[config.mk]
export PLATFORM = sky130hd
export DESIGN_NAME = evirq_unit
export DESIGN_NICKNAME = d
export VERILOG_FILES = /design/src/rtl/evirq_pkg.sv /design/src/rtl/evirq_ctrl_regs.sv /design/src/rtl/evirq_status.sv /design/src/rtl/evirq_shaper.sv /design/src/rtl/evirq_unit.sv
export SDC_FILE = /design/constraint.sdc
export NUM_CORES = 1
export LEC_CHECK = 0
export ABC_AREA = 1
export BUFFER_PORTS_ARGS = -buffer_cell sky130_fd_sc_hd__buf_2
export CORE_MARGIN = 10
export CORE_UTILIZATION = 30
export CTS_CLUSTER_DIAMETER = 100
export CTS_CLUSTER_SIZE = 12
export DETAILED_ROUTE_END_ITERATION = 12
export GPL_ROUTABILITY_DRIVEN = 0
export PLACE_DENSITY = 0.52
export SYNTH_ARGS = -nofsm -noshare
export SYNTH_HDL_FRONTEND = slang
export SYNTH_HIERARCHICAL = 1
export SYNTH_SLANG_ARGS = --single-unit
[constraint.sdc]
create_clock -name clk -period 2.1 [get_ports clk]
set_input_delay 0.42 -clock clk [delete_from_list [all_inputs] [get_ports clk]]
set_output_delay 0.42 -clock clk [all_outputs]
set_load 0.005 [all_outputs]
[src/rtl/evirq_pkg.sv]
package evirq_pkg;
  typedef enum logic [1:0] {
    TRIG_LVL_HI = 2'b00,
    TRIG_LVL_LO = 2'b01,
    TRIG_RISE   = 2'b10,
    TRIG_FALL   = 2'b11
  } trig_e;

  localparam int SRC_N = 4;
  localparam int DATA_W = 32;
  // bit position of each source in the enable and status words
  localparam int SRC_POS [SRC_N] = '{0, 1, 2, 7};
  localparam int GLB_POS = 31;
  localparam int TRIG_LSB = 3;

  localparam logic [DATA_W-1:0] ENA_MASK  = 32'h8000_009F;
  localparam logic [DATA_W-1:0] CAP_VALUE = 32'h0000_00FF;

  localparam logic [1:0] SEL_ENA = 2'd0;
  localparam logic [1:0] SEL_STS = 2'd1;
  localparam logic [1:0] SEL_VEC = 2'd2;
  localparam logic [1:0] SEL_CAP = 2'd3;
endpackage

[src/rtl/evirq_ctrl_regs.sv]
module evirq_ctrl_regs
  import evirq_pkg::*;
#(
  parameter int VEC_W = 4
) (
  input  logic              clk,
  input  logic              rst,
  input  logic              ena_we,
  input  logic              vec_we,
  input  logic [DATA_W-1:0] wdata,
  output logic [DATA_W-1:0] ena_q,
  output logic [VEC_W-1:0]  vec_q
);
  always_ff @(posedge clk) begin
    if (rst) begin
      ena_q <= '0;
      vec_q <= '0;
    end else begin
      if (ena_we) ena_q <= wdata & ENA_MASK;
      if (vec_we) vec_q <= wdata[VEC_W-1:0];
    end
  end
endmodule

[src/rtl/evirq_status.sv]
module evirq_status #(
  parameter int N = 4
) (
  input  logic         clk,
  input  logic         rst,
  input  logic [N-1:0] evt,
  input  logic [N-1:0] src_en,
  input  logic         clr_we,
  input  logic [N-1:0] clr_bits,
  output logic [N-1:0] sts_q
);
  for (genvar i = 0; i < N; i++) begin : g_bit
    always_ff @(posedge clk) begin
      if (rst)                       sts_q[i] <= 1'b0;
      else if (evt[i] && src_en[i])  sts_q[i] <= 1'b1;  // set has priority
      else if (clr_we && clr_bits[i]) sts_q[i] <= 1'b0;
    end
  end
endmodule

[src/rtl/evirq_shaper.sv]
module evirq_shaper
  import evirq_pkg::*;
(
  input  logic  clk,
  input  logic  rst,
  input  logic  pend,
  input  trig_e mode,
  output logic  irq_q
);
  logic pend_q;
  logic edge_mode;
  logic active;

  always_comb begin
    edge_mode = mode[1];
    active    = edge_mode ? (pend & ~pend_q) : pend;
  end

  always_ff @(posedge clk) begin
    if (rst) begin
      pend_q <= 1'b0;
      irq_q  <= 1'b0;
    end else begin
      pend_q <= pend;
      irq_q  <= active ^ mode[0];  // mode[0] selects the low-active polarity
    end
  end
endmodule

[src/rtl/evirq_unit.sv]
module evirq_unit
  import evirq_pkg::*;
#(
  parameter int ADDR_W = 2,
  parameter int VEC_W  = 4
) (
  input  logic              clk,
  input  logic              rst,
  input  logic              wr_en,
  input  logic [ADDR_W-1:0] addr,
  input  logic [DATA_W-1:0] wdata,
  input  logic [SRC_N-1:0]  evt,
  output logic [DATA_W-1:0] rdata,
  output logic              irq_out
);
  logic [DATA_W-1:0] ena_q;
  logic [VEC_W-1:0]  vec_q;
  logic [SRC_N-1:0]  sts_q;
  logic [SRC_N-1:0]  src_en;
  logic [SRC_N-1:0]  clr_bits;
  logic [DATA_W-1:0] sts_word;
  logic              pend;

  for (genvar i = 0; i < SRC_N; i++) begin : g_map
    assign src_en[i]   = ena_q[SRC_POS[i]];
    assign clr_bits[i] = wdata[SRC_POS[i]];
  end

  always_comb begin
    sts_word = '0;
    for (int i = 0; i < SRC_N; i++) sts_word[SRC_POS[i]] = sts_q[i];
    pend = ena_q[GLB_POS] && |(sts_q & src_en);
  end

  evirq_ctrl_regs #(.VEC_W(VEC_W)) u_regs (
    .clk(clk), .rst(rst),
    .ena_we(wr_en && addr == ADDR_W'(SEL_ENA)),
    .vec_we(wr_en && addr == ADDR_W'(SEL_VEC)),
    .wdata(wdata), .ena_q(ena_q), .vec_q(vec_q)
  );

  evirq_status #(.N(SRC_N)) u_sts (
    .clk(clk), .rst(rst), .evt(evt), .src_en(src_en),
    .clr_we(wr_en && addr == ADDR_W'(SEL_STS)),
    .clr_bits(clr_bits), .sts_q(sts_q)
  );

  evirq_shaper u_shape (
    .clk(clk), .rst(rst), .pend(pend),
    .mode(trig_e'(ena_q[TRIG_LSB+1:TRIG_LSB])),
    .irq_q(irq_out)
  );

  always_ff @(posedge clk) begin
    case (addr)
      ADDR_W'(SEL_ENA): rdata <= ena_q;
      ADDR_W'(SEL_STS): rdata <= sts_word;
      ADDR_W'(SEL_VEC): rdata <= DATA_W'(vec_q);
      default:          rdata <= CAP_VALUE;
    endcase
  end
endmodule

==> results of run 1 <==
## synthesized netlist by cell type
cell	number
nand2_1	85
buf_2	1
buf_4	29
a21oi_2	1
nor2_1	26
a21oi_1	7
buf_6	2
inv_1	41
ha_1	4
or2_4	1
nand3_1	5
nand3_2	1
conb_1	1
dfxtp_1	49
## cell type report
class | instances | area, um2
tap | 77 | 96.3
fill | 693 | 4100
sequential | 49 | 981
clock inverter | 3 | 21.3
clock buffer | 5 | 68.8
timing repair buffer | 49 | 248
inverter | 41 | 154
multi-input combinational | 155 | 648
## critical path: stages
cell,delay [ns]
buf_2,0.11
inv_1,0.08
ha_1,0.16
nand2_1,0.05
inv_1,0.33
nand2_1,0.10
nand2_1,0.07
nor2_1,0.04
## stage by stage
| step | instances | setup WS (ns) |
|---|---|---|
| after global placement | 371 | 0.626 |
| after global routing | 379 | 0.801 |
| after CTS | 379 | 0.922 |
| after floorplan | 277 | 0.681 |
| final | 379 | 0.933 |
| after detailed placement | 371 | 0.587 |
## report_power, final
group          internal (W)  switching, W
sequential         0.000975     0.0000161
clock              0.000237      0.000317
combinational     0.0000637     0.0000887
total               0.00128      0.000422
## final timing paths
kind	from	to	cells after the start	slack [ns]
setup / recovery	addr[1]	u_regs/ena_q[4]	8	0.93
setup reg to reg	u_regs/ena_q[1]	u_shape/irq_q	7	1.06
hold / removal	evt[2]	u_sts/sts_q[2]	3	0.36
hold reg to reg	u_regs/ena_q[31]	rdata[31]	2	0.46
## metal layers
layer  GRT usage  part of all wire
met5           0                 0
met4      0.0391             0.016
met3      0.0323             0.076
met2       0.132              0.49
met1      0.0762              0.42
## cell families after synthesis
| kind of cell | count (synthesis) | share of synthesized area |
|---|---|---|
| AND/OR/NAND/NOR | 118 | 0.238 |
| buffers and inverters | 73 | 0.206 |
| flip-flops | 49 | 0.506 |
| AO/OA/AOI/OAI | 8 | 0.0226 |
| adder cells (fa/ha/maj) | 4 | 0.0258 |
| other | 1 | 0.00193 |
## registers in the layout, summed over array words and instances, names as in the netlist
signal          count
u_sts/sts_q         4
u_regs/vec_q        4
u_shape/irq_q       1
u_regs/ena_q        7
u_shape/pend_q      1
rdata              32
==> metrics.txt, run 1 <==
number of cell rows 29; vias in the first global route 1308; share of layout cells above drive strength 1 0.199; dominant cells by area after synthesis dfxtp_1 51%, nand2_1 16%, buf_4 11%; hpwl dp 2750 um; Initial Utilization 0.307; Clock Tree Root clkbuf_8; Fin Setup TNS 0 ns; CTS tree done; Final #Nets 346; Post-CTS Setup Repair Bufs 0; yosys warns 6; Min Hold Slack 0.360 ns; worst hold path type input port to register; initial DRC count 63; Peak supply drop 0.000297 V; cts repair resizes 0; H-tree levels 2; post-synth top area share 0.506; WS Path Type input port to register; initial antenna violation count 0; first-pass GRT wire length 6040 um; CP Capture Type register; MaxCap Viol Count 0; Final min period 1.17 ns; WP data arrival 1.37 ns; Yosys top cell by area dfxtp_1; synth unique cells 14; Leak 1.33 nW; commonest non-fill, non-tap cell in the layout nand2_1; power per cell area 765 mW/mm2; fin crit share 0.556; total CTS buffers 5; clk slew on worst S/H paths 0.09 ns; Post-DRT Antenna Nets 0; overall routed net length 3720 um; Final Hold Vio Count 0; Tot Pwr 0.00170 W; fmax 857 MHz; I/O Pins 74; Post-Syn Instances 253; sequential cell area fraction in the yosys report 0.506; routed len/inst 9.81 um; DIE AREA 0.0101 mm2; # clock sinks 49; status finished, final reports clean; Worst Path Required 2.31 ns; IO Port Bufs 48; iteration count of the initial detailed-routing pass 4; aggregate global routing overflow 0; Finished Cell Area 0.00222 mm2; DRC 0; DP Area 0.00213 mm2; Vias 1382; Hold Buf Count CTS 0; syn_area_per_cell 7.66 um2; Vert. Die Dim 100 um; unrepaired setup endpoints after global routing false; Die Width 100 um; Core Box Area 0.00631 mm2; commonest cells after routing, fill and taps aside 85 x nand2_1, 49 x dfxtp_1, 48 x buf_2; crit path launch type input port; largest net degree at the start of global routing 34; Longest Clk Path Bufs 2; Yosys reg bits 49; final setup violation count 0; Setup Skew 0.00770 ns; final core area utilization 0.351; Total Routing Usage GR 0.0761; Netlist Area Pre-Place 0.00194 mm2; Vias/cell 3.65; Antenna Cells 0; CP max FO 14; Slew Viols, Final 0; clock latency on the worst-skew pair 0.30 ns; P&R area growth vs syn 14.4%
Power figures use the tool's default switching activity.
==> run 2: changes to the inputs <==
==> constraint.sdc (replaced) <==
create_clock -name clk -period 1.1 [get_ports clk]
set_input_delay 0.22 -clock clk [delete_from_list [all_inputs] [get_ports clk]]
set_output_delay 0.22 -clock clk [all_outputs]
set_load 0.005 [all_outputs]
==> run 2 against run 1 <==
Combinational power increased by 110%. Sequential cell count unchanged. First-iteration DRC count decreased by 38%. Design area increased by 3.5%. Non-clock buffer count increased by 10. Register-to-register slack got worse by 0.92 ns. Global-route usage increased by 0.43 points. Via count increased by 3.1%. Cell count increased by 2.1%. Utilization increased by 1.2 points. Setup slack got worse by 0.80 ns. Critical endpoint is now u_shape/irq_q. Clock-buffer cell count unchanged.
==> metrics.txt, run 2 (synthesis gave the netlist of run 1 again) <==
clk slew on worst S/H paths 0.09 ns; Setup Skew 0.00546 ns; worst hold path type input port to register; Leak 1.37 nW; largest net degree at the start of global routing 24; share of layout cells above drive strength 1 0.242; P&R area growth vs syn 18.4%; Internal 0.00243 W; commonest non-fill, non-tap cell in the layout nand2_1; biggest regs rdata: 32 flops, u_regs/ena_q: 7 flops; Clock Power Share 0.305; Longest Clk Path Bufs 2; Largest register FFs 32; CTS tree done; initial DRC count 39; Final Hold Vio Count 0; WP data arrival 1.16 ns; number of cell rows 29; Hold Buf Count CTS 0; total CTS buffers 5; DRC 0; vias in the first global route 1347; Vias 1425; # clock sinks 49; Initial Utilization 0.307; R2R cell count 7; Total Routing Usage GR 0.0804; Final #Nets 356; WS Path Type register to register; fmax 1040 MHz; clock latency on the worst-skew pair 0.30 ns; Antenna Cells 0; Die Width 100 um; aggregate global routing overflow 0; Fin Setup TNS 0 ns; Slew Viols, Final 0; H-tree levels 2; crit-path cells nand2_1 -> nand2_1 -> nor2_1 -> nor2_2 -> nand3_2 -> nand2_1 -> nor2_1; register name with the most flops rdata; MaxCap Viol Count 0; IO Port Bufs 48; crit path launch type register; Peak supply drop 0.000506 V; Clock Tree Root clkbuf_8; CP Capture Type register; cell mode on critical path nand2_1; first-pass GRT wire length 6420 um; Final min period 0.963 ns; Post-DRT Antenna Nets 0; Worst Path Required 1.29 ns; Tot Pwr 0.00319 W; status finished, final reports clean; slowest stage delay, CP 0.37 ns; Core Box Area 0.00631 mm2; flop2flop setup slack 0.14 ns; net switching component of the power 0.000761 W; Crit path max-delay family simple AND/OR/NAND/NOR gates; Crit path depth 7; power per cell area 1390 mW/mm2; Slowest-stage cell, CP dfxtp_1; iteration count of the initial detailed-routing pass 4; switch share 0.239; Vert. Die Dim 100 um; hpwl dp 2930 um; routed len/inst 9.72 um; I/O Pins 74; fin crit share 0.876; sequential share of power 0.593; initial antenna violation count 0; DIE AREA 0.0101 mm2; worst hold stages 3; commonest cells after routing, fill and taps aside 84 x nand2_1, 48 x buf_2, 48 x dfxtp_1; fill cell count 721; overall routed net length 3760 um; CP max FO 3; unrepaired setup endpoints after global routing false; Vias/cell 3.68; Post-CTS Setup Repair Bufs 0; final setup violation count 0; Comb power frac 0.102; Worst Path Buf+Inv 0; cts repair resizes 0
run 2: cell types whose count changed in the layout (fill, tap and decap cells not counted):
| cell | change |
|---|---|
| buf_4 | +10 |
| clkinvlp_4 | -1 |
| dfxtp_1 | -1 |
| dfxtp_2 | +1 |
| ha_1 | -1 |
| ha_4 | +1 |
| inv_1 | -3 |
| inv_2 | +3 |
| inv_6 | -1 |
| nand2_1 | -1 |
| nand2_2 | +1 |
| nor2_1 | -1 |
| nor2_2 | +1 |
run 2: power by group through the flow:
stage                     Combinational [W]  Sequential [W]  Clock (W)
final                              0.000326         0.00189   0.000971
after global routing               0.000388         0.00190    0.00110
after CTS                          0.000332         0.00189    0.00103
after detailed placement           0.000331         0.00193          0
after floorplan                    0.000235         0.00194          0
after global placement             0.000330         0.00193          0
run 2: worst register-to-register path: cells and delay by family (launching register included):
kind | cells | cell delay [ns]
flip-flops | 1 | 0.37
AND/OR/NAND/NOR | 7 | 0.49
run 2: layer usage:
| layer | track usage | wire length [um] |
|---|---|---|
| met5 | 0 | 0 |
| met4 | 0.0424 | 86 |
| met3 | 0.0343 | 299 |
| met2 | 0.131 | 1720 |
| met1 | 0.0864 | 1660 |
run 2: worst paths after layout:
path,from,endpoint
setup / recovery,u_sts/sts_q[1],u_shape/irq_q
hold / removal,evt[3],u_sts/sts_q[3]
setup reg to reg,u_sts/sts_q[1],u_shape/irq_q
hold reg to reg,u_regs/ena_q[31],rdata[31]
run 2: stage by stage:
step | std cells | util | setup WS [ns] | cell area [um2] | hold slack [ns]
CTS | 387 | 0.363 | 0.0518 | 2290 | 0.153
floorplan | 277 | - | 0.00230 | 2050 | 0.282
detailed placement | 381 | 0.351 | -0.0170 | 2220 | 0.445
global placement | 381 | 0.351 | -0.0117 | 2220 | 0.444
finish | 387 | 0.363 | 0.137 | 2290 | 0.158
global route | 387 | 0.363 | 0.0297 | 2290 | 0.151
run 2: area by class of cell:
class	count	area [um2]	share of cell area
well taps	77	96.3	0.0420
flip-flops and latches	49	982	0.428
clock buffers	5	68.8	0.0300
inverters	41	154	0.0671
repair buffers	59	323	0.141
clock inverters	1	5.00	0.00218
multi-input cells	155	666	0.290
